## src/rtl/cfw_pkg.sv

```systemverilog
package cfw_pkg;

    localparam int CPU_AW    = 16;
    localparam int BYTE_W    = 8;
    localparam int FLASH_AW  = 23;
    localparam int NUM_PAGES = 4;
    localparam int NUM_CARDS = 2;
    localparam int PAGE_OFS_W = 13;
    localparam int BANK_USE_W = FLASH_AW - PAGE_OFS_W - 3;

    localparam logic [2:0] REGION_TOP  = 3'b111;
    localparam logic [1:0] CARD_MODE   = 2'b01;
    localparam logic [7:0] IDLE_BYTE   = 8'hFF;

    typedef logic [BYTE_W-1:0] byte_t;
    typedef logic [1:0]        page_t;

    typedef enum logic {
        SPI_IDLE  = 1'b0,
        SPI_SHIFT = 1'b1
    } spi_state_e;

    typedef struct packed {
        logic  in_window;
        logic  card_area;
        page_t page;
        logic  bank_load;
        logic  sel_load;
        logic  xfer;
        logic  cs_level;
    } dec_t;

    function automatic byte_t bank_reset_value(input int idx);
        return (idx == 1) ? byte_t'(1) : byte_t'(0);
    endfunction

    function automatic logic [FLASH_AW-1:0] map_flash(input byte_t bank,
                                                      input logic [CPU_AW-1:0] addr);
        return {REGION_TOP, bank[BANK_USE_W-1:0], addr[PAGE_OFS_W-1:0]};
    endfunction

endpackage

```

## src/rtl/cfw_decode.sv

```systemverilog
module cfw_decode
    import cfw_pkg::*;
(
    input  logic              req,
    input  logic              we,
    input  logic [CPU_AW-1:0] addr,
    input  byte_t             bank0,
    output dec_t              dec
);
    logic card_mode;
    logic in_card_range;

    always_comb begin
        card_mode     = (bank0[7:6] == CARD_MODE);
        in_card_range = (addr[15:13] == 3'b010);

        dec           = '0;
        dec.in_window = (addr[15:14] == 2'b01) || (addr[15:14] == 2'b10);
        dec.card_area = card_mode && in_card_range;
        dec.page      = addr[14:13] ^ 2'b10;
        dec.bank_load = req && we && (addr[15:13] == 3'b011);
        dec.sel_load  = req && we && dec.card_area && (addr[12:11] == 2'b11);
        dec.xfer      = req && dec.card_area && !dec.sel_load;
        dec.cs_level  = addr[12];
    end
endmodule

```

## src/rtl/cfw_bank_regs.sv

```systemverilog
module cfw_bank_regs
    import cfw_pkg::*;
(
    input  logic                       clk,
    input  logic                       rst,
    input  logic                       load,
    input  page_t                      idx,
    input  byte_t                      wdata,
    output logic [NUM_PAGES-1:0][BYTE_W-1:0] banks
);
    for (genvar g = 0; g < NUM_PAGES; g++) begin : g_bank
        always_ff @(posedge clk) begin
            if (rst) begin
                banks[g] <= bank_reset_value(g);
            end else if (load && (idx == page_t'(g))) begin
                banks[g] <= wdata;
            end
        end
    end


    bank_load_chk: assert property (@(posedge clk) disable iff (rst)
        load |=> (banks[$past(idx)] == $past(wdata)));
endmodule

```

## src/rtl/cfw_spi_shifter.sv

```systemverilog
module cfw_spi_shifter
    import cfw_pkg::*;
#(
    parameter int HALF_DIV = 2
) (
    input  logic  clk,
    input  logic  rst,
    input  logic  start,
    input  byte_t tx,
    input  logic  miso,
    output logic  sclk,
    output logic  mosi,
    output logic  busy,
    output byte_t rx_byte
);
    localparam int DIV_W = (HALF_DIV > 1) ? $clog2(HALF_DIV) : 1;
    localparam logic [DIV_W-1:0] DIV_LAST = DIV_W'(HALF_DIV - 1);

    spi_state_e       state;
    logic [DIV_W-1:0] div_cnt;
    logic [2:0]       bit_cnt;
    byte_t            sh_out;
    byte_t            sh_in;

    always_ff @(posedge clk) begin
        if (rst) begin
            state   <= SPI_IDLE;
            div_cnt <= '0;
            bit_cnt <= '0;
            sh_out  <= IDLE_BYTE;
            sh_in   <= IDLE_BYTE;
            sclk    <= 1'b0;
            rx_byte <= IDLE_BYTE;
        end else if (state == SPI_IDLE) begin
            if (start) begin
                state   <= SPI_SHIFT;
                sh_out  <= tx;
                div_cnt <= '0;
                bit_cnt <= '0;
                sclk    <= 1'b0;
            end
        end else if (div_cnt == DIV_LAST) begin
            div_cnt <= '0;
            if (!sclk) begin
                sclk  <= 1'b1;
                sh_in <= {sh_in[BYTE_W-2:0], miso};
            end else begin
                sclk <= 1'b0;
                if (bit_cnt == 3'd7) begin
                    state   <= SPI_IDLE;
                    rx_byte <= sh_in;
                end else begin
                    bit_cnt <= bit_cnt + 3'd1;
                    sh_out  <= {sh_out[BYTE_W-2:0], 1'b0};
                end
            end
        end else begin
            div_cnt <= div_cnt + DIV_W'(1);
        end
    end

    assign busy = (state == SPI_SHIFT);
    assign mosi = busy ? sh_out[BYTE_W-1] : 1'b1;


    sclk_idle_low_chk: assert property (@(posedge clk) disable iff (rst)
        !busy |-> !sclk);

    busy_rise_chk: assert property (@(posedge clk) disable iff (rst)
        $rose(busy) |-> $past(start));

    no_start_when_busy_chk: assert property (@(posedge clk) disable iff (rst)
        start |-> !busy);
endmodule

```

## src/rtl/card_flash_window.sv

```systemverilog
module card_flash_window
    import cfw_pkg::*;
#(
    parameter int HALF_DIV = 2
) (
    input  logic                clk,
    input  logic                rst,
    input  logic                cpu_req,
    input  logic                cpu_we,
    input  logic [15:0]         cpu_addr,
    input  logic [7:0]          cpu_wdata,
    output logic [7:0]          cpu_rdata,
    output logic [22:0]         flash_addr,
    output logic                flash_we,
    output logic                flash_re,
    output logic [7:0]          flash_wdata,
    input  logic [7:0]          flash_rdata,
    output logic                spi_sclk,
    output logic                spi_mosi,
    input  logic                spi_miso,
    output logic [1:0]          spi_cs_n,
    output logic                busy
);
    logic [NUM_PAGES-1:0][BYTE_W-1:0] banks;
    dec_t  dec;
    logic  start_xfer;
    logic  sel_go;
    logic  card_sel;
    logic  cs_level_q;
    byte_t rx_byte;
    byte_t tx_byte;
    logic  flash_hit;

    cfw_decode u_decode (
        .req   (cpu_req),
        .we    (cpu_we),
        .addr  (cpu_addr),
        .bank0 (banks[0]),
        .dec   (dec)
    );

    cfw_bank_regs u_banks (
        .clk   (clk),
        .rst   (rst),
        .load  (dec.bank_load),
        .idx   (cpu_addr[12:11]),
        .wdata (cpu_wdata),
        .banks (banks)
    );

    assign start_xfer = dec.xfer && !busy;
    assign sel_go     = dec.sel_load && !busy;
    assign tx_byte    = cpu_we ? cpu_wdata : IDLE_BYTE;

    cfw_spi_shifter #(.HALF_DIV(HALF_DIV)) u_spi (
        .clk     (clk),
        .rst     (rst),
        .start   (start_xfer),
        .tx      (tx_byte),
        .miso    (spi_miso),
        .sclk    (spi_sclk),
        .mosi    (spi_mosi),
        .busy    (busy),
        .rx_byte (rx_byte)
    );

    always_ff @(posedge clk) begin
        if (rst) begin
            card_sel   <= 1'b0;
            cs_level_q <= 1'b1;
        end else begin
            if (sel_go)     card_sel   <= cpu_wdata[0];
            if (start_xfer) cs_level_q <= dec.cs_level;
        end
    end

    for (genvar c = 0; c < NUM_CARDS; c++) begin : g_cs
        assign spi_cs_n[c] = (card_sel == 1'(c)) ? cs_level_q : 1'b1;
    end

    assign flash_hit   = dec.in_window && !dec.card_area;
    assign flash_addr  = map_flash(banks[dec.page], cpu_addr);
    assign flash_we    = cpu_req && cpu_we && flash_hit;
    assign flash_re    = cpu_req && !cpu_we && flash_hit;
    assign flash_wdata = cpu_wdata;

    always_comb begin
        if (!dec.in_window)    cpu_rdata = IDLE_BYTE;
        else if (dec.card_area) cpu_rdata = rx_byte;
        else                    cpu_rdata = flash_rdata;
    end


    cs_exclusive_chk: assert property (@(posedge clk) disable iff (rst)
        $countones(spi_cs_n) >= 1);

    cs_hold_chk: assert property (@(posedge clk) disable iff (rst)
        (busy && $past(busy)) |-> $stable(spi_cs_n));

    unmapped_ff_chk: assert property (@(posedge clk) disable iff (rst)
        (cpu_req && !cpu_we && (cpu_addr < 16'h4000 || cpu_addr >= 16'hC000))
            |-> (cpu_rdata == 8'hFF && !flash_re));

    card_no_flash_chk: assert property (@(posedge clk) disable iff (rst)
        (cpu_req && banks[0][7:6] == 2'b01 && cpu_addr[15:13] == 3'b010)
            |-> (!flash_we && !flash_re));
endmodule

```

## config.mk

```make
export PLATFORM = sky130hd
export DESIGN_NAME = card_flash_window
export DESIGN_NICKNAME = d
export VERILOG_FILES = /design/src/rtl/cfw_pkg.sv /design/src/rtl/cfw_decode.sv /design/src/rtl/cfw_bank_regs.sv /design/src/rtl/cfw_spi_shifter.sv /design/src/rtl/card_flash_window.sv
export SDC_FILE = /design/constraint.sdc
export NUM_CORES = 1
export LEC_CHECK = 0
export BUFFER_PORTS_ARGS = -buffer_cell sky130_fd_sc_hd__buf_2
export CAP_MARGIN = 20
export CORE_ASPECT_RATIO = 1.1
export CORE_UTILIZATION = 53
export CTS_BUF_LIST = sky130_fd_sc_hd__clkbuf_16
export CTS_CLUSTER_SIZE = 28
export DETAILED_ROUTE_END_ITERATION = 16
export HOLD_SLACK_MARGIN = 0.03
export PLACE_DENSITY_LB_ADDON = 0.12
export REMOVE_ABC_BUFFERS = 1
export SYNTH_ARGS = -nofsm -noshare
export SYNTH_HDL_FRONTEND = slang
export SYNTH_HIERARCHICAL = 1
export SYNTH_SLANG_ARGS = --single-unit
```

## constraint.sdc

```tcl
create_clock -name clk -period 2.4 [get_ports clk]
set_clock_uncertainty 0.2 [all_clocks]
set_input_delay 0 -clock clk [delete_from_list [all_inputs] [get_ports clk]]
set_output_delay 0 -clock clk [all_outputs]
set_load 0.01 [all_outputs]
```

* After elaboration in Yosys (flattened, before gate mapping)
Cells that the tools add are included.
** Word-level totals
- Output and inout port bits :: 46
- Register bits :: 64
- Input bits :: 37
** Operators by class
- $lt $le $gt $ge :: 1
- Bitwise operators :: 2
- Equality and inequality tests :: 12
- Reductions and logical operators :: 28
- Add/sub/neg operators :: 2
- Multiplexer cells :: 29
** Operators with widths (number)
- $mux 8 :: 8
- $logic_and 1x1->1 :: 17
- $bmux 8 s2 :: 1
- $mux 3 :: 5
- $mux 1 :: 14
- $reduce_and 4->1 :: 2
- $mux 7 :: 1
- $eq 2x1->1 const B :: 3
- $eq 2x2->1 const B :: 3
- $eq 3x2->1 const B :: 2
- $logic_not 1->1 :: 4
- $ne 2x2->1 const B :: 2
- $add 3x1->3 const B :: 1
- $eq 3x3->1 const B :: 1
- $lt 2x3->1 const B :: 1
- $reduce_and 3->1 :: 1
- $logic_not 2->1 :: 1
- $ne 2x1->1 const B :: 1
- $not 1->1 :: 2
- $reduce_and 2->1 :: 1
- $reduce_bool 2->1 :: 1
- $add 1x1->1 const B :: 1
- $logic_or 1x1->1 :: 1

* Logic depth before layout (Yosys ltp)
- Depth in word-level cells :: 9
- Mapped depth :: 7

* Cells and area by module
Netlist, hierarchy kept.
** Modules (own cells, without submodules)
- cfw_spi_shifter :: sequential area each 600.6 um^2, cells an instance 140, area an instance 1287.5 um^2, times used 1
- cfw_bank_regs :: sequential area each 640.6 um^2, cells an instance 117, area an instance 1283.7 um^2, times used 1
- card_flash_window :: sequential area each 40.0 um^2, cells an instance 73, area an instance 636.9 um^2, times used 1
- cfw_decode :: sequential area each 0.0 um^2, cells an instance 12, area an instance 115.1 um^2, times used 1

* Worst setup path after synthesis
OpenSTA, ideal clock, no wires.
- Path kind :: reg2reg
- Start :: register u_banks/banks[6] (netlist name)
- End :: register u_spi.sh_out[1]
- Data arrival time :: 1.496 ns
- Path slack :: 0.634 ns
- Cell stages (with the launch flop) :: 8
- Required time :: 2.130 ns
- Period minus slack after synthesis :: 1.766 ns
- Setup time :: 0.070 ns
- Path through :: dfxtp_1 nand4bb_4 nor4b_2 nor2b_1 nor2b_1 clkbuf_1 nor4_1 a21oi_1
** RTL lines
- start: declaration :: line cfw_bank_regs.sv:9 : output logic [NUM_PAGES-1:0][BYTE_W-1:0] banks
- start signal: indexed assignment :: line cfw_bank_regs.sv:14 : banks[g] <= bank_reset_value(g);
- start signal: indexed assignment :: line cfw_bank_regs.sv:16 : banks[g] <= wdata;
- end signal: assignment :: line cfw_spi_shifter.sv:37 : sh_out <= tx;
- end signal: assignment :: line cfw_spi_shifter.sv:54 : sh_out <= {sh_out[BYTE_W-2:0], 1'b0};
- end: declaration :: line cfw_spi_shifter.sv:22 : byte_t sh_out;

==> metrics <==
outcome=finished clean; first-pass GRT wire length=11.6 mm; busiest metal layer after global routing=met2; most common cell after layout, fill and taps aside=sky130_fd_sc_hd__dfxtp_1; M2 GR Usage=37.4%; P_leak=0.00173 µW; via count of the first global-routing pass=2396; final antenna-violating net count=0; DIE WIDTH=76.3 µm; Synth Warn #=6; standard-cell rows=29; fill cell total of the finished layout=474; Post-route DRC=0; clock transition at the registers of the reported paths=50 ps; arrival time worst endpoint=2270 ps; initial antenna violation count=0; TritonCTS sink count=61; worst relative slew slack=51.9%; core footprint=5810 µm²; fraction of layout cells with a size suffix above 1=24.1%; met3 Track Usage GR=4.15%; hold slack=60.3 ps; HPWL Detailed=4.40 mm; flop-to-flop setup slack=180 ps; time the worst path needs with I/O delays and setup=2260 ps; H-tree depth=3; largest vdd supply drop=561 µV; Inst Count DP=430; utilization after layout=68.4%; met1 global-route usage=30.3%; maximum root-to-sink buffer count=2; number of max-slew violations in the final report=0; crit path max fanout=10; total overflow reported by the global router=0; vias per cell=5.17; capturing element type of the critical path=flop; clock root buffer master=sky130_fd_sc_hd__clkbuf_16; detailed-route wire length per cell=14.5 µm; most frequent cells in the layout=sky130_fd_sc_hd__dfxtp_1, sky130_fd_sc_hd__buf_2, sky130_fd_sc_hd__nand2b_1, sky130_fd_sc_hd__mux2i_1; launching element type of the critical path=input pin; P&R area growth vs syn=23.6%; DRT Pass-1 Iters=4; Post-Syn Area=3210 µm²; power per unit of standard cell area=647 nW/µm²; Setup Crit Path Kind=in -> reg; Final Power=2570 µW; Antenna Diode Count=0; number of nets in the finished design=432; average size of a mapped cell=9.65 µm²; RSZ-0062 raised after global routing=no; number of endpoints with negative hold slack in the final report=0; largest net degree at the start of global routing=78; required time at the worst-slack endpoint=2410 ps; latest clock arrival within the worst-skew pair=320 ps; die outline height=83.7 µm; transition time at the pin with the least slew margin=719 ps; Max-Cap Viols=0; Iter 0 DRT Violations=111; starting density of the core=55.4%; share of the clock period used by the worst path=94.1%; Final Non-Filler Cells=475; global-route total usage across every layer=23.0%; overall via count from detail_route=2458; # IOs=83; maximum operating frequency=443 MHz; Setup TNS Final=0 ps; Synth Instances=333; final setup fails=0; aggregate routed wire length=6.87 mm; number of buffers added by the clock tree synthesis step=9; path type of the worst min-delay path=in -> reg; CTS tree=yes; global placement routability congestion=0.696; count of input and output buffers=57; Die Footprint=6380 µm²
## critical path, stage by stage
cell	delay, ps
sky130_fd_sc_hd__dlygate4sd3_1	540
sky130_fd_sc_hd__buf_2	180
sky130_fd_sc_hd__and3_1	160
sky130_fd_sc_hd__nor4b_2	290
sky130_fd_sc_hd__nor2b_4	240
sky130_fd_sc_hd__nor2b_1	60
sky130_fd_sc_hd__a211o_1	250
sky130_fd_sc_hd__dlygate4sd3_1	540
## report_power, final
group | leakage [µW] | total, µW | internal, µW | switching, µW
combinational | 0.00109 | 204 | 102 | 103
sequential | 0.000492 | 1020 | 1020 | 1.09
clock | 0.000151 | 1350 | 901 | 447
total | 0.00173 | 2570 | 2020 | 551
## timing repair
action	in CTS	in global routing
resized for setup	0	2
buffers inserted	0	0
hold buffers	29	0
endpoints found under the hold margin	72	0
setup endpoints to repair	0	1
## per-layer routing
metal | share of wire [%] | vias to the layer above
met4 | 1.1 | 0
li1 | - | 1250
met1 | 46 | 1157
met2 | 50 | 43
met3 | 2.7 | 8
met5 | 0 | -
## metrics by stage
| step | setup slack (ps) | area [µm²] |
|---|---|---|
| detailed placement | 475 | 3360 |
| global route | 26.1 | 3970 |
| global placement | 523 | 3360 |
| floorplan | 575 | 2910 |
| CTS | 30.4 | 3970 |
| finish | 141 | 3970 |
## cell type report
type / instances / area [µm²] / area share (%)
clock buffer: 9 / 225 / 5.67
clock inverter: 7 / 90.1 / 2.27
inverter: 1 / 3.75 / 0.0945
multi-input combinational: 227 / 1700 / 42.7
sequential: 61 / 1220 / 30.7
tap: 77 / 96.3 / 2.42
timing repair buffer: 93 / 641 / 16.1
## worst paths after layout
check                   start  cells after the start               to
min reg2reg   u_spi/sh_out[0]                      2  u_spi/sh_out[0]
max              cpu_addr[12]                      8       cs_level_q
min                    cpu_we                      5  u_spi/sh_out[5]
max reg2reg  u_banks/banks[6]                      6       cs_level_q
## registers in the layout, indices dropped and copies added, names as in the netlist
| signal | count |
|---|---|
| u_spi/sh_in | 8 |
| u_spi/div_cnt | 1 |
| u_spi/sclk | 1 |
| card_sel | 1 |
| u_spi/bit_cnt | 3 |
| u_spi/sh_out | 8 |
| u_spi/busy | 1 |
| u_spi/rx_byte | 8 |
| u_banks/banks | 29 |
| cs_level_q | 1 |
No activity file was read; power rests on OpenSTA's default activity.
